--- config.mk ---
export PLATFORM = sky130hd
export DESIGN_NAME = limit_timer
export DESIGN_NICKNAME = d
export VERILOG_FILES = /design/src/rtl/ltmr_pkg.sv /design/src/rtl/ltmr_prescale.sv /design/src/rtl/ltmr_core.sv /design/src/rtl/ltmr_regif.sv /design/src/rtl/limit_timer.sv
export SDC_FILE = /design/constraint.sdc
export NUM_CORES = 1
export LEC_CHECK = 0
export BUFFER_PORTS_ARGS = -buffer_cell sky130_fd_sc_hd__buf_2
export CORE_UTILIZATION = 35
export DETAILED_ROUTE_END_ITERATION = 8
export HOLD_SLACK_MARGIN = 0.06
export PLACE_DENSITY_LB_ADDON = 0.1
export SYNTH_ARGS = -nofsm -noshare
export SYNTH_HDL_FRONTEND = slang
export SYNTH_HIERARCHICAL = 1
export SYNTH_SLANG_ARGS = --single-unit
--- constraint.sdc ---
create_clock -name clk_i -period 10.26 [get_ports clk_i]
set_input_delay 1.539 -clock clk_i [delete_from_list [all_inputs] [get_ports clk_i]]
set_output_delay 1.539 -clock clk_i [all_outputs]
set_load 0.05 [all_outputs]
--- src/rtl/ltmr_pkg.sv ---
`timescale 1ns/1ps
package ltmr_pkg;

  localparam int unsigned WORD_W = 32;
  localparam int unsigned FRAC_W = 9;
  localparam int unsigned FULL_W = 64;
  localparam int unsigned TICK_W = FULL_W - FRAC_W - 1;
  localparam int unsigned SYS_W  = WORD_W - FRAC_W - 1;
  localparam int unsigned IDX_W  = 3;

  typedef enum logic [IDX_W-1:0] {
    REG_LIM      = 3'd0,
    REG_CNT      = 3'd1,
    REG_LIM_HOLD = 3'd2,
    REG_CTRL     = 3'd3,
    REG_MODESEL  = 3'd4
  } reg_idx_e;

  typedef struct packed {
    logic             load_lim;
    logic             clr_cnt;
    logic             set_lim;
    logic             set_run;
    logic             run_val;
    logic             rd_ack;
    logic [SYS_W-1:0] lim_val;
  } bus_cmd_t;

  // Limit in tick units; an all-zero field selects the largest limit.
  function automatic logic [SYS_W-1:0] sys_limit_fix(input logic [WORD_W-1:0] w);
    logic [SYS_W-1:0] v;
    v = w[WORD_W-2:FRAC_W];
    return (v == '0) ? {SYS_W{1'b1}} : v;
  endfunction

endpackage

--- src/rtl/ltmr_prescale.sv ---
`timescale 1ns/1ps
module ltmr_prescale #(
  parameter int unsigned DIV = 50
) (
  input  logic clk_i,
  input  logic rst_ni,
  input  logic clear_i,
  output logic tick_o
);

  localparam int unsigned PW = (DIV > 1) ? $clog2(DIV) : 1;
  localparam logic [PW-1:0] LAST = PW'(DIV - 1);

  logic [PW-1:0] phase_q, phase_d;

  assign tick_o = (phase_q == LAST);

  always_comb begin
    phase_d = phase_q;
    if (clear_i || tick_o) begin
      phase_d = '0;
    end else begin
      phase_d = phase_q + 1'b1;
    end
  end

  always_ff @(posedge clk_i or negedge rst_ni) begin
    if (!rst_ni) begin
      phase_q <= '0;
    end else begin
      phase_q <= phase_d;
    end
  end

  generate
    if (DIV > 1) begin : g_gap
      // ticks are isolated single-cycle pulses
      p_tick_gap_r2: assert property (@(posedge clk_i) disable iff (!rst_ni)
        tick_o |=> !tick_o)
        else $error("tick pulse longer than one cycle");
    end
  endgenerate

endmodule

--- src/rtl/ltmr_core.sv ---
`timescale 1ns/1ps
module ltmr_core
  import ltmr_pkg::*;
(
  input  logic              clk_i,
  input  logic              rst_ni,
  input  logic              mode_i,
  input  logic              tick_i,
  input  bus_cmd_t          cmd_i,
  output logic              restart_o,
  output logic              user_o,
  output logic [TICK_W-1:0] ticks_o,
  output logic [SYS_W-1:0]  lim_o,
  output logic              reached_o,
  output logic              run_o
);

  localparam logic [SYS_W-1:0]  SYS_MAX = {SYS_W{1'b1}};
  localparam logic [TICK_W-1:0] USR_MAX = {TICK_W{1'b1}};

  logic              mode_q;
  logic [TICK_W-1:0] ticks_q, ticks_d, ticks_inc;
  logic [SYS_W-1:0]  lim_q, lim_d;
  logic              reached_q, reached_d;
  logic              run_q, run_d;
  logic              mode_chg, restart, step, sys_hit, usr_wrap;

  assign mode_chg  = mode_i ^ mode_q;
  assign restart   = mode_chg | cmd_i.load_lim | cmd_i.clr_cnt;
  assign step      = tick_i & run_q & ~restart;
  assign ticks_inc = ticks_q + 1'b1;
  assign sys_hit   = ~mode_q & (ticks_inc >= TICK_W'(lim_q));
  assign usr_wrap  = mode_q & (ticks_q == USR_MAX);

  always_comb begin
    ticks_d   = ticks_q;
    lim_d     = lim_q;
    reached_d = reached_q;
    run_d     = run_q;
    if (step) begin
      if (sys_hit) begin
        ticks_d   = '0;
        reached_d = 1'b1;
      end else if (usr_wrap) begin
        ticks_d = '0;
      end else begin
        ticks_d = ticks_inc;
      end
    end
    if (mode_chg) begin
      ticks_d   = '0;
      lim_d     = SYS_MAX;
      reached_d = 1'b0;
      run_d     = 1'b1;
    end else begin
      if (cmd_i.load_lim || cmd_i.clr_cnt) begin
        ticks_d   = '0;
        reached_d = 1'b0;
      end
      if (cmd_i.load_lim || cmd_i.set_lim) begin
        lim_d = cmd_i.lim_val;
      end
      if (cmd_i.set_run) begin
        run_d = cmd_i.run_val;
      end
      if (cmd_i.rd_ack && !(step && sys_hit)) begin
        reached_d = 1'b0;
      end
    end
  end

  always_ff @(posedge clk_i or negedge rst_ni) begin
    if (!rst_ni) begin
      mode_q    <= 1'b0;
      ticks_q   <= '0;
      lim_q     <= SYS_MAX;
      reached_q <= 1'b0;
      run_q     <= 1'b1;
    end else begin
      mode_q    <= mode_i;
      ticks_q   <= ticks_d;
      lim_q     <= lim_d;
      reached_q <= reached_d;
      run_q     <= run_d;
    end
  end

  assign restart_o = restart;
  assign user_o    = mode_q;
  assign ticks_o   = ticks_q;
  assign lim_o     = lim_q;
  assign reached_o = reached_q;
  assign run_o     = run_q;

  // the count only steps by one tick or returns to zero
  p_count_step_r2: assert property (@(posedge clk_i) disable iff (!rst_ni)
    (ticks_q != $past(ticks_q)) |-> (ticks_q == '0 || ticks_q == $past(ticks_q) + 1'b1))
    else $error("count jumped");

  // the limit register never holds zero
  p_limit_nz_r3: assert property (@(posedge clk_i) disable iff (!rst_ni)
    lim_q != '0)
    else $error("zero limit stored");

  // a newly raised reached flag comes with a zero count
  p_wrap_zero_r5: assert property (@(posedge clk_i) disable iff (!rst_ni)
    $rose(reached_q) |-> (ticks_q == '0))
    else $error("reached set without wrap");

  // a stopped counter holds its value
  p_halt_hold_r9: assert property (@(posedge clk_i) disable iff (!rst_ni)
    (!$past(run_q) && !$past(restart)) |-> (ticks_q == $past(ticks_q)))
    else $error("stopped counter moved");

  // no reached flag while in user mode
  p_user_quiet_r10: assert property (@(posedge clk_i) disable iff (!rst_ni)
    mode_q |-> !reached_q)
    else $error("flag raised in user mode");

  // a mode change restarts the block
  p_mode_restart_r11: assert property (@(posedge clk_i) disable iff (!rst_ni)
    $past(mode_chg) |-> (ticks_q == '0 && lim_q == SYS_MAX && run_q && !reached_q))
    else $error("mode change did not restart");

endmodule

--- src/rtl/ltmr_regif.sv ---
`timescale 1ns/1ps
module ltmr_regif
  import ltmr_pkg::*;
#(
  parameter int unsigned ADDR_W = 5
) (
  input  logic              clk_i,
  input  logic              rst_ni,
  input  logic [ADDR_W-1:0] addr_i,
  input  logic              wr_en_i,
  input  logic [WORD_W-1:0] wr_data_i,
  input  logic              rd_en_i,
  input  logic              user_i,
  input  logic [TICK_W-1:0] ticks_i,
  input  logic [SYS_W-1:0]  lim_i,
  input  logic              reached_i,
  input  logic              run_i,
  output bus_cmd_t          cmd_o,
  output logic [WORD_W-1:0] rd_data_o
);

  localparam int unsigned IW = ADDR_W - 2;

  logic [IW-1:0]     idx;
  logic              hit_lim, hit_cnt, hit_hold, hit_ctrl;
  logic [FULL_W-1:0] full;
  logic [WORD_W-1:0] rd_d, rd_q;
  logic              unused_bits;

  assign idx      = addr_i[ADDR_W-1:2];
  assign hit_lim  = (idx == IW'(REG_LIM));
  assign hit_cnt  = (idx == IW'(REG_CNT));
  assign hit_hold = (idx == IW'(REG_LIM_HOLD));
  assign hit_ctrl = (idx == IW'(REG_CTRL));
  assign unused_bits = ^{addr_i[1:0], wr_data_i[WORD_W-1], wr_data_i[FRAC_W-1:1]};

  assign full = {1'b0, ticks_i, {FRAC_W{1'b0}}};

  always_comb begin
    cmd_o          = '0;
    cmd_o.load_lim = wr_en_i & hit_lim & ~user_i;
    cmd_o.clr_cnt  = wr_en_i & (hit_lim | hit_cnt) & user_i;
    cmd_o.set_lim  = wr_en_i & hit_hold;
    cmd_o.set_run  = wr_en_i & hit_ctrl & user_i;
    cmd_o.run_val  = wr_data_i[0];
    cmd_o.rd_ack   = rd_en_i & hit_lim & ~user_i;
    cmd_o.lim_val  = sys_limit_fix(wr_data_i);
  end

  always_comb begin
    rd_d = '0;
    if (hit_lim) begin
      rd_d = user_i ? full[FULL_W-1:WORD_W] : {1'b0, lim_i, {FRAC_W{1'b0}}};
    end else if (hit_cnt) begin
      rd_d = user_i ? full[WORD_W-1:0]
                    : {reached_i, ticks_i[SYS_W-1:0], {FRAC_W{1'b0}}};
    end else if (hit_ctrl) begin
      rd_d = {{(WORD_W-1){1'b0}}, run_i};
    end
  end

  always_ff @(posedge clk_i or negedge rst_ni) begin
    if (!rst_ni) begin
      rd_q <= '0;
    end else if (rd_en_i) begin
      rd_q <= rd_d;
    end
  end

  assign rd_data_o = rd_q;

  // count words never carry sub-tick bits
  p_frac_zero_r2: assert property (@(posedge clk_i) disable iff (!rst_ni)
    $past(rd_en_i && (hit_lim || hit_cnt)) |-> (rd_data_o[FRAC_W-1:0] == '0))
    else $error("low count bits not zero");

  // read data holds between reads
  p_rd_hold_r13: assert property (@(posedge clk_i) disable iff (!rst_ni)
    !$past(rd_en_i) |-> $stable(rd_data_o))
    else $error("read data changed without a read");

endmodule

--- src/rtl/limit_timer.sv ---
`timescale 1ns/1ps
module limit_timer
  import ltmr_pkg::*;
#(
  parameter int unsigned CLK_HZ  = 100_000_000,
  parameter int unsigned TICK_HZ = 2_000_000,
  parameter int unsigned ADDR_W  = 5
) (
  input  logic              clk_i,
  input  logic              rst_ni,
  input  logic              user_mode_i,
  input  logic [ADDR_W-1:0] addr_i,
  input  logic              wr_en_i,
  input  logic [31:0]       wr_data_i,
  input  logic              rd_en_i,
  output logic [31:0]       rd_data_o,
  output logic              irq_o
);

  localparam int unsigned DIV = (CLK_HZ / TICK_HZ > 0) ? (CLK_HZ / TICK_HZ) : 1;

  logic              rst_s1_q, rst_s2_q;
  logic              tick, restart, user;
  logic [TICK_W-1:0] ticks;
  logic [SYS_W-1:0]  lim;
  logic              reached, run;
  bus_cmd_t          cmd;

  // asynchronous assertion, release after two edges
  always_ff @(posedge clk_i or negedge rst_ni) begin
    if (!rst_ni) begin
      rst_s1_q <= 1'b0;
      rst_s2_q <= 1'b0;
    end else begin
      rst_s1_q <= 1'b1;
      rst_s2_q <= rst_s1_q;
    end
  end

  ltmr_prescale #(.DIV(DIV)) u_presc (
    .clk_i   (clk_i),
    .rst_ni  (rst_s2_q),
    .clear_i (restart),
    .tick_o  (tick)
  );

  ltmr_regif #(.ADDR_W(ADDR_W)) u_regif (
    .clk_i     (clk_i),
    .rst_ni    (rst_s2_q),
    .addr_i    (addr_i),
    .wr_en_i   (wr_en_i),
    .wr_data_i (wr_data_i),
    .rd_en_i   (rd_en_i),
    .user_i    (user),
    .ticks_i   (ticks),
    .lim_i     (lim),
    .reached_i (reached),
    .run_i     (run),
    .cmd_o     (cmd),
    .rd_data_o (rd_data_o)
  );

  ltmr_core u_core (
    .clk_i     (clk_i),
    .rst_ni    (rst_s2_q),
    .mode_i    (user_mode_i),
    .tick_i    (tick),
    .cmd_i     (cmd),
    .restart_o (restart),
    .user_o    (user),
    .ticks_o   (ticks),
    .lim_o     (lim),
    .reached_o (reached),
    .run_o     (run)
  );

  assign irq_o = reached;

endmodule

[After elaboration in Yosys (flattened, before gate mapping)]
Index checks and enable logic that the tools add are counted.
Storage, ports and cells
  bits in registers: 119
  bits in latches: 0
  RAM bits: 0
  memory bits (read-only): 0
  input port bits: 42
  output and inout bits: 33
  word-level logic and storage cells: 71
  memories kept: 0
Cells by class
  add/subtract/negate cells: 2
  multipliers: 0
  div/mod/pow operators: 0
  magnitude comparators: 1
  eq/ne operators: 5
  shifts and indexed selects: 0
  mux-type cells: 21
  bitwise operators: 19
  reductions and logical operators: 14
Operators with widths (count)
  two-way mux 54 bit: 5
  two-way mux 32 bit: 3
  two-way mux 22 bit: 3
  adder 54 x 1 -> 54 bit, second input constant: 1
  equality test 54 bit, second input constant: 1
  greater-or-equal comparator 54 x 22 -> 1 bit: 1
  two-way mux 31 bit: 1
  logical NOT 22 bit: 1
  bitwise AND 1 bit: 13
  two-way mux 1 bit: 8
  nonzero test 4 bit: 2
  adder 6 x 1 -> 6 bit, second input constant: 1
  equality test 3 x 2 -> 1 bit, second input constant: 2
  equality test 6 bit, second input constant: 1
  two-way mux 6 bit: 1
  nonzero test 2 bit: 2
  equality test 3 x 1 -> 1 bit, second input constant: 1
  logical NOT 3 bit: 1
  logical OR 1 bit: 3
  bitwise OR 1 bit: 3
  nonzero test 3 bit: 1
  logical AND 1 bit: 2
  inverter 1 bit: 2
  AND reduction 2 bit: 1
  other kinds (2): 2

[Longest topological paths before layout]
  word-level depth: 12
  gate-level depth with buffers: 20
  mapped depth without buffers: 15

[Cells and area by module]
The synthesis kept the hierarchy.
By module, submodules not included
  ltmr_core: times used 1, cells an instance 688, area an instance 5684.2 um^2, sequential area each 2005.7 um^2
  ltmr_regif: times used 1, cells an instance 169, area an instance 1804.2 um^2, sequential area each 800.8 um^2
  ltmr_prescale: times used 1, cells an instance 26, area an instance 281.5 um^2, sequential area each 150.1 um^2
  limit_timer: times used 1, cells an instance 3, area an instance 53.8 um^2, sequential area each 50.0 um^2

[Worst setup path after synthesis]
No wires, ideal clock.
  path kind: flip-flop to flip-flop
  start: register u_core.ticks_q[3], in the netlist u_core/ticks_o[3]
  end: register u_core.ticks_q[39], in the netlist u_core/ticks_o[39]
  setup time: 87 ps
  data arrival time: 4127 ps
  data required time: 10173 ps
  path slack: 6046 ps
  cell stages (with the launch flop): 19
  path buffers: 4
  period minus slack after synthesis: 4214 ps
  cells stage by stage: dfrtp_1 -> buf_2 -> and4_1 -> clkbuf_1 -> and3_1 -> nand3_1 -> xnor2_1 -> ha_1 -> a21o_1 -> a21o_1 -> a221oi_1 -> o21ai_0 -> a221o_1 -> or3_1 -> o41ai_2 -> buf_4 -> buf_4 -> nand3_1 -> o211ai_1
On the way
  longest elaborated chain between the ends: 7
  elaborated cells on any way between the ends: 10
  classes of those cells: 1 x add/sub; 1 x order compare; 1 x eq/ne; 5 x mux; 2 x bitwise
RTL lines
  from (decl): RTL line ltmr_core.sv:22  | logic [TICK_W-1:0] ticks_q, ticks_d, ticks_inc;
  from (signal assigned): RTL line ltmr_core.sv:81  | ticks_q <= ticks_d;
  adder 54 x 1 -> 54 bit or equality test 54 bit (tied branches): RTL line ltmr_core.sv:31, ltmr_core.sv:33
  greater-or-equal comparator 54 x 22 -> 1 bit or bitwise AND 1 bit (tied branches): RTL line ltmr_core.sv:32, ltmr_core.sv:33
  bitwise AND 1 bit or two-way mux 54 bit (tied branches): RTL line ltmr_core.sv:32, ltmr_core.sv:44
  two-way mux 54 bit *: RTL line ltmr_core.sv:41  | if (sys_hit) begin
  two-way mux 54 bit *: RTL line ltmr_core.sv:40  | if (step) begin
  two-way mux 54 bit *: RTL line ltmr_core.sv:56  | if (cmd_i.load_lim || cmd_i.clr_cnt) begin
  two-way mux 54 bit *: RTL line ltmr_core.sv:50  | if (mode_chg) begin
Mark *: on every way between the ends. The rest lies on a longest branch, timed or not. The select of a mux whose other input is x is not followed.
A chain may end at the register's enable or synchronous reset.

[Final worst setup path]
  start: register u_core.ticks_q[3], in the netlist u_core/ticks_o[3]
  end: register u_core.ticks_q[26], in the netlist u_core/ticks_o[26]
Same word-level chain as after synthesis.

==> impl_summary.txt <==
----------------------------------------------------
[Outcome]
  Result of the run ... complete, no violations

[Clock network]
  Clock tree from TritonCTS ... yes
  Number of buffers on the longest clock path ... 2
  Latest clock arrival within the worst-skew pair ... 430 ps
  CTS sink count ... roughly 120
  Cell at the root of the clock tree ... clkbuf_16
  Clock-pin slew on the worst setup and hold paths ... 60 ps
  Clock buffers created by TritonCTS ... 17
  CTS Hold Buffers Added ... 0
  Max H-tree Level ... 4
  Post-CTS Setup Bufs ... 0
  Post-cts repair resize count ... 0

[Synthesis]
  Number of distinct library cells after synthesis ... 70
  Average footprint of a synthesized cell ... 8.83 um2
  Sequential share of the synthesized area ... 38.4%
  Gate count of the mapped netlist ... around 900
  Async set-reset flop share out of synthesis ... 100%
  Most common cell in the netlist ... dfrtp_1
  Leading area contributor after synthesis ... dfrtp_1
  Area contributors post-synth ... dfrtp_1, dfstp_2, ha_1
  Number of flops mapped to enable cells by yosys ... 0
  Share of the synthesized area in the top cell type ... 30.7%
  Flip-flop and latch count after synthesis ... 119
  Total of warnings raised by yosys ... 6
  Post-synthesis net count ... 954
  Netlist Area Pre-Place ... 0.00782 mm2
  Commonest register cell after synthesis ... dfrtp_1
  Leading post-synthesis cells by instance count ... dfrtp_1, nor2_1, nand2_1, nand3_1, nand4_1

[Cells and area]
  Fraction of final layout cells sized beyond drive strength 1 ... 16.1%
  Final non-filler cell total ... 1204
  Number of nets in the layout ... around 1000
  Post-Route Utilization ... 40.4%
  Area grow syn2layout ... 13.1%
  Number of antenna cells inserted ... 0
  Final design area excluding fillers ... 0.00885 mm2

[Critical path]
  Slowest cell on crit path ... buf_4
  Category of the most critical setup path ... reg -> reg
  Setup crit start kind ... register
  WP data arrival ... ~6000 ps
  Most repeated library cell on the critical path ... a21o_1
  Critical path endpoint category ... register
  Worst stage delay on the critical path ... 640 ps
  Critical Path, Cell by Cell ... and4_1 > and3_1 > nand3_1 > xnor2_1 > ha_1 > a21o_1 > a21o_1 > a221oi_1 > o21ai_0 > a221o_1 > or3_1 > o41ai_4 > buf_4 > a32oi_1 > o31ai_1
  Crit path required time ... 10580 ps
  Top fanout value on the critical path ... 67

[Pwr]
  Total power ... about 1.2 mW
  Worst vdd ir ... slightly below 0.0001 V
  Power per Cell Area ... 137 mW/mm2
  Leakage ... 3.92 nW

[Drt]
  Average wire length per cell after detail routing ... 20.8 um
  DR iter-0 viols ... 604
  Mean number of vias per cell ... 5.76
  Residual DRC count ... 0
  Vias after detailed routing ... approximately 7000
  First-pass iteration count of the detailed router ... 5
  Final Routed Wirelength ... 25000 um
  Post-DRT Antenna Nets ... 0

[Place]
  Dpl ws ... between 4000 and 5000 ps
  Cell area after placement ... 0.00828 mm2
  Number of I/O port buffers ... 63
  Placed insts ... 1172
  DP Wirelength ... about 18000 um
  Final weighted congestion in routability-driven placement ... 0.856

[Floorplan]
  Row count ... 54
  Core area ... 0.0219 mm2
  Die footprint ... 0.0230 mm2
  Die Span Y ... 152 um
  Starting density of the core ... between 30% and 40%
  Die Wd ... 152 um
  Top Ports ... 75

[STA]
  Max-slew violations ... 0
  Fin crit share ... 55.7%
  Highest clock frequency the design can meet ... around 0.18 GHz
  Total of endpoints with negative setup slack in the final report ... 0
  Final min period ... about 5700 ps
  Count of endpoints failing hold in the final timing report ... 0
  Final worst slack ... approximately 4500 ps
  Slew at the pin closest to its max-slew limit ... about 1200 ps
  Worst hold margin ... 364 ps
  Max transition margin ... approximately 22%
  Setup tns final ... 0 ps
  Setup clock skew after layout ... between 10 and 15 ps
  RSZ-0062 raised after global routing ... false

[Global route]
  Antenna violations before repair ... 0
  Global route total overflow ... 0
  Wire length of the first global-routing pass ... 39400 um
  Maximum number of pins on one net before global-route repair ... 69
  Number of global-route vias before repair ... 6500
  Total routing usage reported by global routing ... a little under a quarter

[Job]
  Max-cap violation count ... 0

[Hold path]
  Worst min path class ... reg -> reg

----------------------------------------------------
## cell type report
| type | count | area [um2] |
|---|---|---|
| inverters | 36 | 135 |
| well taps | 280 | 350 |
| multi-input cells | 664 | 4390 |
| flip-flops and latches | 119 | 3010 |
| clock buffers | 23 | 510 |
| clock inverters | 9 | 62.6 |
| repair buffers | 73 | 390 |
| fillers | 2274 | 13000 |
## power by group
group | leakage, nW | internal [mW] | switching [mW]
Combinational | 2.06 | 0.0382 | 0.0746
Clock | 0.288 | 0.351 | 0.230
Sequential | 1.57 | 0.497 | 0.0243
Total | 3.92 | 0.886 | 0.329
## cell families (layout without fill, tap and decap cells)
group | Yosys count | after routing | synth area share, %
adders and majority gates | 26 | 26 | 4.16
and+or+nand+nor | 367 | 367 | 24.9
buffers and inverters | 103 | 141 | 5.89
AOI/OAI and AO/OA | 197 | 197 | 17.8
muxes | 34 | 34 | 4.40
DFF | 119 | 119 | 38.4
other | 1 | 1 | 0.0479
xor gates and xnor gates | 39 | 39 | 4.37
## layer usage
layer  GRT usage (%)  vias to the layer above  routed length (um)
met5               0                        -                   0
met4            5.25                        0                 263
met3            3.65                       19                 929
met2            35.8                      143               11600
met1            33.2                     3430               12200
li1                -                     3343                   -
## critical path: cells and delay by family, from the launching register on
family                     cells  cell delay, ps
xor gates and xnor gates       1             330
buffers and inverters          1             640
adders and majority gates      1             300
AOI/OAI and AO/OA              8            1910
DFF                            1             540
and+or+nand+nor                4            1810
## worst paths after layout
path | from | endpoint | slack, ps | depth (start not counted)
max | u_core/ticks_o[3] | u_core/ticks_o[26] | 4550 | 15
min | rst_s1_q | rst_s2_q | 360 | 0
max reg2reg | u_core/ticks_o[3] | u_core/ticks_o[26] | 4550 | 15
min reg2reg | rst_s1_q | rst_s2_q | 360 | 0
max in group asynchronous | rst_s2_q | u_core/ticks_o[10] | 8540 | 1
min in group asynchronous | rst_s2_q | u_regif/rd_data_o[31] | 500 | 0
## cell usage in the layout, fill, tap and decap left out, types with 26 or more instances in the layout
cell type and n:
ha_1 26, mux2i_1 31, o21ai_1 27, nand2_1 71
inv_1 36, nand3_1 57, nor2_1 84, dfrtp_1 95
a21oi_1 31, nand4_1 40, buf_2 63
## state kept, by name (all words and copies together) (netlist names)
name and cells:
u_presc/phase_q 6, u_core/run_o 1, u_core/ticks_o 54, u_core/lim_o 22, u_core/user_o 1, rst_s2_q 1
u_regif/rd_data_o 32, u_core/reached_o 1, rst_s1_q 1
(Power assumes the default switching activity.)
